<file path="src/rtl/ls_pre_pkg.sv">
package ls_pre_pkg;

  typedef enum logic [1:0] {
    LINE_SE0 = 2'b00,
    LINE_J   = 2'b01,
    LINE_K   = 2'b10
  } line_e;

  typedef enum logic [2:0] {
    ST_IDLE,
    ST_HDR,
    ST_GAP,
    ST_LSDATA,
    ST_EOP
  } seq_e;

  localparam int BYTE_W      = 8;
  localparam int HDR_LEN     = 16;
  localparam int STUFF_RUN   = 6;
  // SYNC in the low byte, PRE PID in the high byte, shifted out LSB first
  localparam logic [HDR_LEN-1:0] PRE_HEADER = 16'h3C80;
  localparam logic [BYTE_W-1:0]  SYNC_BYTE  = 8'h80;

endpackage

</file>
<file path="src/rtl/ls_rate_div.sv">
module ls_rate_div #(
  parameter int DIV = 8
) (
  input  logic clk,
  input  logic rst_n,
  input  logic fs_en,
  input  logic hold_zero,
  output logic ls_tick
);
  localparam int W = (DIV > 1) ? $clog2(DIV) : 1;

  logic [W-1:0] cnt;

  always_ff @(posedge clk or negedge rst_n) begin
    if (!rst_n) begin
      cnt <= '0;
    end else if (hold_zero) begin
      cnt <= '0;
    end else if (fs_en) begin
      cnt <= (cnt == W'(DIV - 1)) ? '0 : cnt + 1'b1;
    end
  end

  assign ls_tick = fs_en && (cnt == '0);
endmodule

</file>
<file path="src/rtl/nrzi_stuff_enc.sv">
module nrzi_stuff_enc #(
  parameter int RUN = 6
) (
  input  logic clk,
  input  logic rst_n,
  input  logic tick,
  input  logic park_j,
  input  logic bit_v,
  input  logic bit_in,
  output logic level_j,
  output logic stuff_due
);
  localparam int RW = $clog2(RUN + 1);

  logic [RW-1:0] ones;

  assign stuff_due = (ones == RW'(RUN));

  always_ff @(posedge clk or negedge rst_n) begin
    if (!rst_n) begin
      level_j <= 1'b1;
      ones    <= '0;
    end else if (tick) begin
      if (park_j) begin
        level_j <= 1'b1;
        ones    <= '0;
      end else if (bit_v) begin
        if (stuff_due || !bit_in) begin
          level_j <= ~level_j;
          ones    <= '0;
        end else begin
          ones <= ones + 1'b1;
        end
      end
    end
  end
endmodule

</file>
<file path="src/rtl/tx_hold_reg.sv">
module tx_hold_reg #(
  parameter int W = 8
) (
  input  logic         clk,
  input  logic         rst_n,
  input  logic         open_en,
  input  logic         flush,
  input  logic         take,
  input  logic         tx_valid,
  input  logic [W-1:0] tx_data,
  input  logic         tx_last,
  output logic         tx_ready,
  output logic         full,
  output logic [W-1:0] data_q
);
  logic last_seen;

  assign tx_ready = open_en && !full && !last_seen;

  always_ff @(posedge clk or negedge rst_n) begin
    if (!rst_n) begin
      full      <= 1'b0;
      last_seen <= 1'b0;
      data_q    <= '0;
    end else if (flush) begin
      full      <= 1'b0;
      last_seen <= 1'b0;
    end else begin
      if (take) full <= 1'b0;
      if (tx_valid && tx_ready) begin
        data_q    <= tx_data;
        full      <= 1'b1;
        last_seen <= tx_last;
      end
    end
  end
endmodule

</file>
<file path="src/rtl/ls_preamble_tx.sv">
module ls_preamble_tx
  import ls_pre_pkg::*;
#(
  parameter int LS_DIV    = 8,
  parameter int GAP_BITS  = 4,
  parameter int GAP_DRIVE = 1
) (
  input  logic              clk,
  input  logic              rst_n,
  input  logic [1:0]        xcvr_sel,
  input  logic              bit_en,
  input  logic [BYTE_W-1:0] tx_data,
  input  logic              tx_valid,
  input  logic              tx_last,
  output logic              tx_ready,
  output logic [1:0]        line_state,
  output logic              drive_en
);
  localparam int CNT_TOP = (GAP_BITS > HDR_LEN) ? GAP_BITS : HDR_LEN;
  localparam int CW      = $clog2(CNT_TOP + 1);
  localparam int BCW     = $clog2(BYTE_W);

  seq_e                st;
  logic [CW-1:0]       cnt;
  logic [HDR_LEN-1:0]  hdr_sh;
  logic [BYTE_W-1:0]   byte_sh;
  logic [BCW-1:0]      bcnt;
  logic                done, se0_q, drv_q, ls_live;

  logic in_ls, ls_tick, tick;
  logic level_j, stuff_due;
  logic enc_park, enc_bit_v, enc_bit;
  logic hold_full, take, byte_end;
  logic [BYTE_W-1:0] hold_q;

  assign in_ls    = (st == ST_LSDATA) || (st == ST_EOP);
  assign tick     = in_ls ? ls_tick : bit_en;
  assign byte_end = (bcnt == BCW'(BYTE_W - 1));
  assign take     = tick && (st == ST_LSDATA) && !stuff_due && !done && byte_end && hold_full;

  ls_rate_div #(.DIV(LS_DIV)) u_div (
    .clk(clk), .rst_n(rst_n), .fs_en(bit_en), .hold_zero(!in_ls), .ls_tick(ls_tick)
  );

  always_comb begin
    enc_park  = (st == ST_IDLE) || (st == ST_GAP) || ((st == ST_EOP) && (cnt == CW'(2)));
    enc_bit_v = (st == ST_HDR) || ((st == ST_LSDATA) && (stuff_due || !done));
    enc_bit   = (st == ST_HDR) ? hdr_sh[0] : byte_sh[0];
  end

  nrzi_stuff_enc #(.RUN(STUFF_RUN)) u_enc (
    .clk(clk), .rst_n(rst_n), .tick(tick), .park_j(enc_park),
    .bit_v(enc_bit_v), .bit_in(enc_bit), .level_j(level_j), .stuff_due(stuff_due)
  );

  tx_hold_reg #(.W(BYTE_W)) u_hold (
    .clk(clk), .rst_n(rst_n), .open_en((st == ST_LSDATA) && ls_live),
    .flush(st == ST_IDLE), .take(take), .tx_valid(tx_valid), .tx_data(tx_data),
    .tx_last(tx_last), .tx_ready(tx_ready), .full(hold_full), .data_q(hold_q)
  );

  always_ff @(posedge clk or negedge rst_n) begin
    if (!rst_n) begin
      st      <= ST_IDLE;
      cnt     <= '0;
      hdr_sh  <= '0;
      byte_sh <= '0;
      bcnt    <= '0;
      done    <= 1'b0;
      se0_q   <= 1'b0;
      drv_q   <= 1'b0;
      ls_live <= 1'b0;
    end else if (tick) begin
      unique case (st)
        ST_IDLE: begin
          drv_q   <= 1'b0;
          se0_q   <= 1'b0;
          ls_live <= 1'b0;
          if (tx_valid && (xcvr_sel == 2'b11)) begin
            st     <= ST_HDR;
            cnt    <= '0;
            hdr_sh <= PRE_HEADER;
          end
        end
        ST_HDR: begin
          drv_q <= 1'b1;
          if (!stuff_due) begin
            hdr_sh <= hdr_sh >> 1;
            if (cnt == CW'(HDR_LEN - 1)) begin
              st  <= ST_GAP;
              cnt <= '0;
            end else begin
              cnt <= cnt + 1'b1;
            end
          end
        end
        ST_GAP: begin
          drv_q <= (cnt < CW'(GAP_DRIVE));
          if (cnt == CW'(GAP_BITS - 1)) begin
            st      <= ST_LSDATA;
            cnt     <= '0;
            byte_sh <= SYNC_BYTE;
            bcnt    <= '0;
            done    <= 1'b0;
          end else begin
            cnt <= cnt + 1'b1;
          end
        end
        ST_LSDATA: begin
          drv_q   <= 1'b1;
          ls_live <= 1'b1;
          if (stuff_due) begin
            // encoder inserts the stuffed zero; the byte source waits
          end else if (done) begin
            se0_q <= 1'b1;
            st    <= ST_EOP;
            cnt   <= CW'(1);
          end else begin
            byte_sh <= byte_sh >> 1;
            bcnt    <= byte_end ? '0 : bcnt + 1'b1;
            if (byte_end) begin
              if (hold_full) byte_sh <= hold_q;
              else           done    <= 1'b1;
            end
          end
        end
        ST_EOP: begin
          if (cnt == CW'(1)) begin
            cnt <= CW'(2);
          end else if (cnt == CW'(2)) begin
            se0_q <= 1'b0;
            cnt   <= CW'(3);
          end else begin
            drv_q   <= 1'b0;
            ls_live <= 1'b0;
            st      <= ST_IDLE;
            cnt     <= '0;
          end
        end
        default: st <= ST_IDLE;
      endcase
    end
  end

  assign line_state = se0_q ? LINE_SE0 : (level_j ? LINE_J : LINE_K);
  assign drive_en   = drv_q;
endmodule

</file>
<file path="config.mk">
export PLATFORM = sky130hd
export DESIGN_NAME = ls_preamble_tx
export DESIGN_NICKNAME = d
export VERILOG_FILES = /design/src/rtl/ls_pre_pkg.sv /design/src/rtl/ls_rate_div.sv /design/src/rtl/nrzi_stuff_enc.sv /design/src/rtl/tx_hold_reg.sv /design/src/rtl/ls_preamble_tx.sv
export SDC_FILE = /design/constraint.sdc
export NUM_CORES = 1
export LEC_CHECK = 0
export ABC_AREA = 0
export CAP_MARGIN = 20
export CORE_MARGIN = 2
export CORE_UTILIZATION = 48
export DETAILED_ROUTE_END_ITERATION = 10
export DONT_BUFFER_PORTS = 1
export SETUP_SLACK_MARGIN = 0.02
export SYNTH_ARGS = -nofsm -noshare
export SYNTH_HDL_FRONTEND = slang
export SYNTH_HIERARCHICAL = 1
export SYNTH_SLANG_ARGS = --single-unit
</file>
<file path="constraint.sdc">
create_clock -name clk -period 6.6 [get_ports clk]
set_input_delay 0.66 -clock clk [delete_from_list [all_inputs] [get_ports clk]]
set_output_delay 0.66 -clock clk [all_outputs]
set_load 0.005 [all_outputs]
</file>
; Word-level counts from Yosys, hierarchy flattened
; Cells that the tools add are included.
[word_totals]
regBits = 56
in_bits = 15
output_inout_bits = 4
wordCells = 157
[op_classes]
n_addsub = 4
n_lt_le_gt_ge = 1
n_eq_ne = 23
mux = 65
n_bitwise = 2
reduce_logical = 47
[op_table]
columns = cell, n
row1 = 3-bit 2-to-1 mux, 18
row2 = 8-bit 2-to-1 mux, 5
row3 = 16-bit 2-to-1 mux, 2
row4 = 16-bit case mux with 2 select lines, 1
row5 = 5-bit 2-to-1 mux, 6
row6 = 5-bit case mux with 5 select lines, 1
row7 = 1-bit 2-to-1 mux, 21
row8 = 2-bit inequality test (second input constant), 8
row9 = 8-bit case mux with 2 select lines, 1
row10 = 4-bit AND reduction, 4
row11 = 3-bit case mux with 5 select lines, 1
row12 = 1-bit logical AND, 13
row13 = 3-bit equality test (second input constant), 4
row14 = 6-bit AND reduction, 2
row15 = 5-bit by 2-bit equality test with 1-bit output (second input constant), 2
row16 = 2-bit nonzero test, 5
row17 = 3-bit by 1-bit adder with 3-bit output (second input constant), 3
row18 = 9-bit AND reduction, 1
row19 = 2-bit 2-to-1 mux, 4
row20 = 3-bit by 2-bit equality test with 1-bit output (second input constant), 2
row21 = 3-bit zero test, 2
row22 = 1-bit logical OR, 6
row23 = 2-bit by 1-bit inequality test with 1-bit output (second input constant), 3
row24 = 1-bit case mux with 3 select lines, 2
row25 = other kinds (18), 25

; Logic depth before layout (Yosys ltp)
; Gate-level depths: netlist (run 1).
[logic_depth]
ltp_word = 11
depth_mapped = 11
mapped_depth_nobuf = 11

; Cells and area by module
; Netlist (run 1), hierarchy kept.
[by_module_without_submodules]
columns = mod, n_inst, cells_per_inst, area_each_um2, seq_area_each_um2
row1 = ls_preamble_tx, 1, 216, 2188.3, 925.9
row2 = tx_hold_reg, 1, 27, 426.7, 250.2
row3 = nrzi_stuff_enc, 1, 27, 251.5, 101.3
row4 = ls_rate_div, 1, 16, 172.7, 75.1

; Least setup slack after synthesis (run 1)
; No wires, ideal clock.
[synth_timing]
path_type = register to register
from = reg u_enc.ones[0]
to = reg u_enc.ones[2]
setup_ns = 0.104
arrival_ns = 2.031
required_time_ns = 6.496
slack_ns = 4.465
stages_incl_launch_ff = 10
n_path_buf = 1
synth_period_minus_slack_ns = 2.135
path_cell_list = dfrtp_1 -> inv_1 -> ha_1 -> and2_1 -> clkbuf_1 -> nor2b_1 -> a21oi_1 -> nand3_1 -> or4b_1 -> o311ai_1
[synth_between]
elab_chain_cells = 6
elab_cells_between_ends = 11
classes_between = add/sub (1) / eq/ne (1) / mux (3) / reduce/logical (6)
[synth_rtl]
columns = item, line_no
row1 = "start, declared", nrzi_stuff_enc.sv:15  ; logic [RW-1:0] ones;
row2 = "start signal, assigned", nrzi_stuff_enc.sv:32  ; ones <= ones + 1'b1;
row3 = 3-bit equality test, nrzi_stuff_enc.sv:17  ; assign stuff_due = (ones == RW'(RUN));
row4 = via stuff_due, ls_preamble_tx.sv:31  ; logic level_j, stuff_due;
row5 = 1-bit logical OR, ls_preamble_tx.sv:47  ; enc_bit_v = (st == ST_HDR) || ((st == ST_LSDATA) && (stuff_due || !done));
row6 = 1-bit logical AND, ls_preamble_tx.sv:47
row7 = 1-bit logical OR, ls_preamble_tx.sv:47
row8 = via enc_bit_v, ls_preamble_tx.sv:32  ; logic enc_park, enc_bit_v, enc_bit;
row9 = 2-bit nonzero test (no line), n/a
row10 = 2-bit AND reduction (no line), n/a
; The timed path passes the listed nets, and every way through them passes these cells. The select of a mux whose other input is x is not followed.
; A chain may end at the register's enable or synchronous reset.

; Worst setup path in the final report (run 1)
[layout_timing]
from = reg st[2]
to = reg byte_sh[7]
[layout_between]
elab_chain_cells = 4
elab_cells_between_ends = 11
classes_between = eq/ne (6) / mux (2) / reduce/logical (3)
[layout_rtl]
columns = item, line_no
row1 = "start, declared", ls_preamble_tx.sv:23  ; seq_e st;
row2 = "start signal, assigned", ls_preamble_tx.sv:64  ; st <= ST_IDLE;
row3 = "start signal, assigned", ls_preamble_tx.sv:80  ; st <= ST_HDR;
row4 = "start signal, assigned", ls_preamble_tx.sv:90  ; st <= ST_GAP;
row5 = 3-bit by 2-bit equality test with 1-bit output / 3-bit equality test (equally long branches), ls_preamble_tx.sv:36  ; assign in_ls = (st == ST_LSDATA) || (st == ST_EOP);
row6 = 1-bit logical OR (*), ls_preamble_tx.sv:36
row7 = 1-bit 2-to-1 mux (*), ls_preamble_tx.sv:37  ; assign tick = in_ls ? ls_tick : bit_en;
row8 = via tick, ls_preamble_tx.sv:30  ; logic in_ls, ls_tick, tick;
row9 = 5-bit AND reduction (no line) (*), n/a
row10 = "end signal, assigned", ls_preamble_tx.sv:119  ; byte_sh <= byte_sh >> 1;
row11 = "end signal, assigned", ls_preamble_tx.sv:122  ; if (hold_full) byte_sh <= hold_q;
row12 = "end, declared", ls_preamble_tx.sv:26  ; logic [BYTE_W-1:0] byte_sh;
; The timed path passes the listed nets; every way through them passes the cells marked *.

==> flow_summary.yaml, run 1 <==
drt:
  wl_um: 5655
  detail-route-antenna-nets: 0
  first_pass_iters: 4
  wire_per_inst_um: 15.84
  number_of_vias_after_detailed_routing: 2059
  dr.first_iter.drc_count: 107
  post_drt_via_cell_ratio: 5.768
  post-route-drc-count: 0
sta:
  totalNegativeSetupSlack_ns: 0
  min_period_ns: 2.965
  slew_viol_final: 0
  unrepaired_setup_endpoints_after_global_routing: "false"
  max_slew.worst_pin.slew_ns: 0.7588
  min_period_over_period: 0.4492
  clock-skew-final_ns: 0.01239
  final.setup.worst_slack_ns: 3.635
  maximum_clock_rate_mhz: 337.3
  setup_violations_final: 0
  worst_slew_margin_rel: 0.4941
  hold_viol: 0
cts:
  cts_tree: "built"
  clock_sinks: 54
  postCtsSetupRepairBufs: 0
  ctsHoldBuffers: 0
  cts.path.max_buffers: 2
  root_buffer: "sky130_fd_sc_hd__clkbuf_8"
  clk_latency_ns: 0.30
  htree_levels: 2
  tritoncts.num_buffers: 5
  cts_clk_pin_slew_worst_paths_ns: 0.10
  ctsResizeCount: 0
job:
  max_cap_violations: 0
yosys:
  register_bit_count_reported_by_yosys: 54
  synthesis.nets: 313
  syn_avg_cell_area_um2: 10.63
  seq_area_frac_synth: 0.4450
  post_synth_instance_area_um2: 3039
  synthFlopType: "sky130_fd_sc_hd__dfrtp_1"
  netlist-cell-type-count: 62
  synth-edff-count: 0
  netlist_instances: 286
  synthArstFlopShare: 1.000
  synth_warn: 6
worst_setup_path:
  worst_setup_path_end_kind: "register"
  setup.worst_path.class: "register to register"
  arrival_ns: 3.15
  r2r_startpoint: "st[2]"
  worst-path-max-fanout: 25
  count_of_cells_along_the_worst_register_to_register_path: 6
  critical_path_buf_inv_count: 1
  crit_chain: "nor3b_1, o21ai_1, nand3_1, inv_2, nand3_1, mux2_2"
  cell_type_group_with_the_largest_total_delay_on_the_critical_path: "simple AND/OR/NAND/NOR gates"
  timing.critical_path.from_type: "register"
  worstSetupEndpoint: "byte_sh[7]"
  delay_contributed_by_the_slowest_stage_of_the_critical_path_ns: 0.85
  cpMostUsedCell: "sky130_fd_sc_hd__nand3_1"
  crit_start: "st[2]"
  rr_endpoint: "byte_sh[7]"
  crit_path_top_delay_cell: "sky130_fd_sc_hd__dfrtp_1"
  critical_path_depth_in_cells: 6
  timing.critical_path.required_ns: 6.78
  regToRegSetupSlack_ns: 3.64
global_routing:
  grt_max_degree: 55
  grt_first_pass_wirelength_um: 9929
  number_of_antenna_violations_at_the_first_check_in_global_routing: 0
  grt.overflow.total: 0
  grt_use_total: 0.1722
  first_global_vias: 2020
power:
  irDropWorstVdd_mv: 0.2218
  pwr_density_cell_nw_per_um2: 423.7
  share_comb_of_total_power: 0.408
  p_leak_nw: 1.435
  power_switching_uw: 523.7
  power_switching_share: 0.3894
  power_frac_clock: 0.167
  p_int_uw: 821.1
  share_seq_of_total_power: 0.425
floorplanning:
  initial_core_util: 0.5044
  num_io_pins: 19
  die_x_um: 83.57
  fp.coreArea_um2: 6026
  die_area_um2: 6984
  chipHeight_um: 83.57
  rows: 28
cells_and_area:
  synthToLayoutAreaGrowth_pct: 4.446
  post-route-cell-area_um2: 3174
  finalNetCount: 308
  most-common-layout-cells: "53 x sky130_fd_sc_hd__dfrtp_1, 24 x sky130_fd_sc_hd__nand2_1, 21 x sky130_fd_sc_hd__nor2_1"
  final_layout_size_suffix_gt1_frac: 0.1489
  count_of_placed_standard_cells_in_the_final_layout_fillers_left_out: 357
  antenna_cells: 0
  finish.utilization: 0.5268
  mostFrequentLayoutCell: "sky130_fd_sc_hd__dfrtp_1"
run_status:
  outcome: "completed"
placed_design:
  finalWeightedCongestion: 0.7998
  numPlacedInstances: 349
  area_after_dpl_um2: 3064
  dp_worst_setup_slack_ns: 3.627
  io_buffer_count: 0
  post-dp-hpwl_um: 4037
min_path:
  hp-class: "primary input to async pin"
==> synth_stat cells, drive strengths merged, types with 2 or more instances <==
cell / count / area share
dfrtp: 53 / 0.44
nand2: 24 / 0.030
nor2: 21 / 0.026
mux2: 20 / 0.094
nand3: 17 / 0.028
inv: 16 / 0.020
o21ai: 15 / 0.025
ha: 12 / 0.049
a21oi: 11 / 0.019
a22o: 10 / 0.029
buf: 8 / 0.018
nor2b: 8 / 0.016
nor3: 7 / 0.015
mux2i: 6 / 0.020
clkbuf: 4 / 0.0049
nor3b: 4 / 0.015
o22a: 4 / 0.012
or4b: 4 / 0.013
a211o: 3 / 0.0086
nand2b: 3 / 0.0062
nor4: 3 / 0.011
a31oi: 2 / 0.0041
and3: 2 / 0.0058
nand3b: 2 / 0.0091
nand4b: 2 / 0.0058
o22ai: 2 / 0.0041
o31a: 2 / 0.0058
or3b: 2 / 0.0058
==> state kept, by name, summed over array words and instances, names as in the netlist <==
name / flops
u_enc/ones: 3
bcnt: 3
se0_q: 1
drive_en: 1
u_div/cnt: 3
u_hold/full: 1
ls_live: 1
cnt: 5
done: 1
u_hold/data_q: 8
u_enc/level_j: 1
hdr_sh: 14
st: 3
u_hold/last_seen: 1
byte_sh: 8
==> layout make-up <==
class / count / area, µm²
Sequential cell: 54 / 1353
Inverter: 16 / 60.06
Clock buffer: 6 / 72.57
Fill cell: 549 / 2851
Multi-Input combinational cell: 204 / 1558
Tap cell: 75 / 93.84
Clock inverter: 2 / 37.54
==> worst min path at each step <==
stage,cells after the start,startpoint,to
4_1_cts,0,rst_n,u_enc/ones[1]
6_report,0,rst_n,cnt[2]
3_5_place_dp,0,rst_n,cnt[2]
2_1_floorplan,0,rst_n,bcnt[0]
3_3_place_gp,0,rst_n,cnt[3]
5_1_grt,0,rst_n,u_enc/ones[0]
==> power groups by stage <==
stage               logic [mW]  registers, mW  clock network (mW)
finish                   0.549          0.572               0.224
global route             0.615          0.594               0.243
CTS                      0.554          0.571               0.229
detailed placement       0.550          0.578                   0
global placement         0.545          0.573                   0
floorplan                0.511          0.511                   0
==> routing by layer <==
layer  track usage  up-vias  routed length (µm)
li1              -     1031                   -
met1        0.2602      996                2907
met2        0.2640       30                2573
met3       0.02572        2                 150
met4       0.03519        0                  24
met5             0        -                   0
==> metrics by stage <==
stage	total power, mW	hold WS, ns
floorplan	1.022	0.3644
global placement	1.118	0.3661
CTS	1.354	0.02840
finish	1.345	0.03749
detailed placement	1.128	0.3659
global route	1.451	0.01595
==> kinds of logic (layout without fill, tap and decap cells) <==
kind of cell,Yosys count,after routing,synth area share
DFF,54,54,0.4450
muxes,26,26,0.1136
AOI/OAI and AO/OA,63,63,0.1511
adders and majority gates,12,12,0.04940
and+or+nand+nor,103,103,0.1984
buffers and inverters,28,24,0.04240
Note: power is estimated with default switching activity, not from simulation.
==> inputs of run 2 (changes only) <==
Settings changed: PLACE_DENSITY set to 0.65.
Clock period 6.6 ns to 2.6 ns, I/O delays scaled along.
==> run 2 against run 1 <==
Against the previous run:
- register-to-register slack worse by 3.3 ns
- final cell count is 2.8% higher
- critical path type unchanged
- clock skew shrank 0.0047 ns
- combinational power increased to 2.8 times the previous value
- critical endpoint is now u_enc/ones[2]
- cell area up 2.4%
- die area stayed put
- sequential cell count unchanged
- critical path depth up 2
- global-route usage rose by 0.37 points
- non-clock buffer count rose by 10
- worst hold slack improved by 0.0037 ns
- highest routed layer unchanged
==> flow_summary.yaml, run 2 (synthesis results as in run 1) <==
power:
  p_leak_nw: 1.480
  pwr_density_cell_nw_per_um2: 1056
  irDropWorstVdd_mv: 0.4954
global_routing:
  grt_first_pass_wirelength_um: 10210
  grt_max_degree: 55
  grt.overflow.total: 0
  first_global_vias: 2131
  grt_use_total: 0.1759
  number_of_antenna_violations_at_the_first_check_in_global_routing: 0
  globalRouteMet3Util: 0.03363
  top_usage_layer: "met2"
  global_route.usage.met1: 0.2570
  grt_use_met2: 0.2742
floorplanning:
  num_io_pins: 19
  rows: 28
  chipHeight_um: 83.57
  die_area_um2: 6984
  fp.coreArea_um2: 6026
  initial_core_util: 0.5044
  die_x_um: 83.57
placed_design:
  io_buffer_count: 0
  post-dp-hpwl_um: 4060
  finalWeightedCongestion: 0.8013
sta:
  setup_violations_final: 0
  worst_slew_margin_rel: 0.6112
  hold_viol: 0
  maximum_clock_rate_mhz: 438.5
  clock-skew-final_ns: 0.007675
  unrepaired_setup_endpoints_after_global_routing: "false"
  totalNegativeSetupSlack_ns: 0
  final.hold.worst_slack_ns: 0.04120
  min_period_ns: 2.281
  max_slew.worst_pin.slew_ns: 0.5807
  min_period_over_period: 0.8772
  slew_viol_final: 0
cells_and_area:
  flip_flop_count_of_the_largest_register_all_copies_and_words_added: 14
  final_layout_size_suffix_gt1_frac: 0.1747
  most-common-layout-cells: "53 x sky130_fd_sc_hd__dfrtp_1, 24 x sky130_fd_sc_hd__nand2_1, 21 x sky130_fd_sc_hd__nor2_1"
  mostFrequentLayoutCell: "sky130_fd_sc_hd__dfrtp_1"
  finalNetCount: 318
  reg_with_most_ffs: "hdr_sh"
  antenna_cells: 0
  largest_registers: "hdr_sh: 14 flops, byte_sh: 8 flops, u_hold/data_q: 8 flops"
  fillerInstances: 540
  finish.utilization: 0.5395
  synthToLayoutAreaGrowth_pct: 6.958
drt:
  post_drt_via_cell_ratio: 5.807
  dr.first_iter.drc_count: 124
  number_of_vias_after_detailed_routing: 2131
  wl_um: 5856
  detail-route-antenna-nets: 0
  first_pass_iters: 4
  wire_per_inst_um: 15.96
  post-route-drc-count: 0
job:
  max_cap_violations: 0
cts:
  clock_sinks: 54
  cts.path.max_buffers: 2
  ctsHoldBuffers: 2
  clk_latency_ns: 0.31
  postCtsSetupRepairBufs: 0
  cts_clk_pin_slew_worst_paths_ns: 0.10
  ctsResizeCount: 0
  htree_levels: 2
  root_buffer: "sky130_fd_sc_hd__clkbuf_8"
  tritoncts.num_buffers: 5
  cts_tree: "built"
worst_setup_path:
  r2r_startpoint: "u_enc/ones[0]"
  worst_setup_path_end_kind: "register"
  timing.critical_path.from_type: "register"
  worst-path-max-fanout: 10
  timing.critical_path.required_ns: 2.81
  setup.worst_path.class: "register to register"
  crit_start: "u_enc/ones[0]"
  arrival_ns: 2.49
min_path:
  hp-start: "bit_en"
  hp-class: "primary input to register"
run_status:
  outcome: "completed"
[run 2: metrics by stage]
| step | total power [mW] | instances | area [µm²] | setup slack [ns] |
|---|---|---|---|---|
| 3_3_place_gp | 2.919 | 357 | 3124 | 0.3982 |
| 2_1_floorplan | 2.594 | 286 | 3039 | 0.4648 |
| 3_5_place_dp | 2.954 | 357 | 3124 | 0.3460 |
| 4_1_cts | 3.459 | 367 | 3251 | 0.3335 |
| 6_report | 3.431 | 367 | 3251 | 0.3193 |
| 5_1_grt | 3.697 | 367 | 3251 | 0.09339 |
[run 2: power by group]
part | internal, mW | switching, mW | leakage [nW]
Sequential | 1.13 | 0.279 | 0.688
Clock | 0.194 | 0.277 | 0.0418
Combinational | 0.739 | 0.813 | 0.750
Total | 2.06 | 1.37 | 1.48
[run 2: worst paths after layout]
check,to,slack [ns],cells after the start
min in group asynchronous,drive_en,0.47,2
worst max register to register,u_enc/ones[2],0.32,8
worst max-delay path,u_enc/ones[2],0.32,8
worst min register to register,hdr_sh[11],0.50,1
max in group asynchronous,u_enc/level_j,1.86,2
worst min-delay path,u_div/cnt[0],0.04,1
[run 2: worst max-delay path, stage by stage, from the launching register on]
cell                       delay, ns
sky130_fd_sc_hd__dfrtp_1        0.42
sky130_fd_sc_hd__inv_1          0.07
sky130_fd_sc_hd__ha_1           0.17
sky130_fd_sc_hd__and2_1         0.36
sky130_fd_sc_hd__nor2b_1        0.11
sky130_fd_sc_hd__a21oi_1        0.32
sky130_fd_sc_hd__nand3_1        0.14
sky130_fd_sc_hd__or4b_1         0.51
sky130_fd_sc_hd__o311ai_1       0.09
[run 2: routing by layer]
layer  part of all wire  vias to the layer above
met5                  0                        -
met4             0.0082                        0
met3              0.041                        5
met2               0.45                       47
met1               0.50                     1039
li1                   -                     1040
[run 2: cell type report]
cell class,count,area (µm²),share of cell area
clock inverter,2,16.27,0.005004
timing repair buffer,10,97.59,0.03002
inverter,16,60.06,0.01848
tap,75,93.84,0.02887
multi-input combinational,204,1558,0.4792
sequential,54,1353,0.4161
clock buffer,6,72.57,0.02232
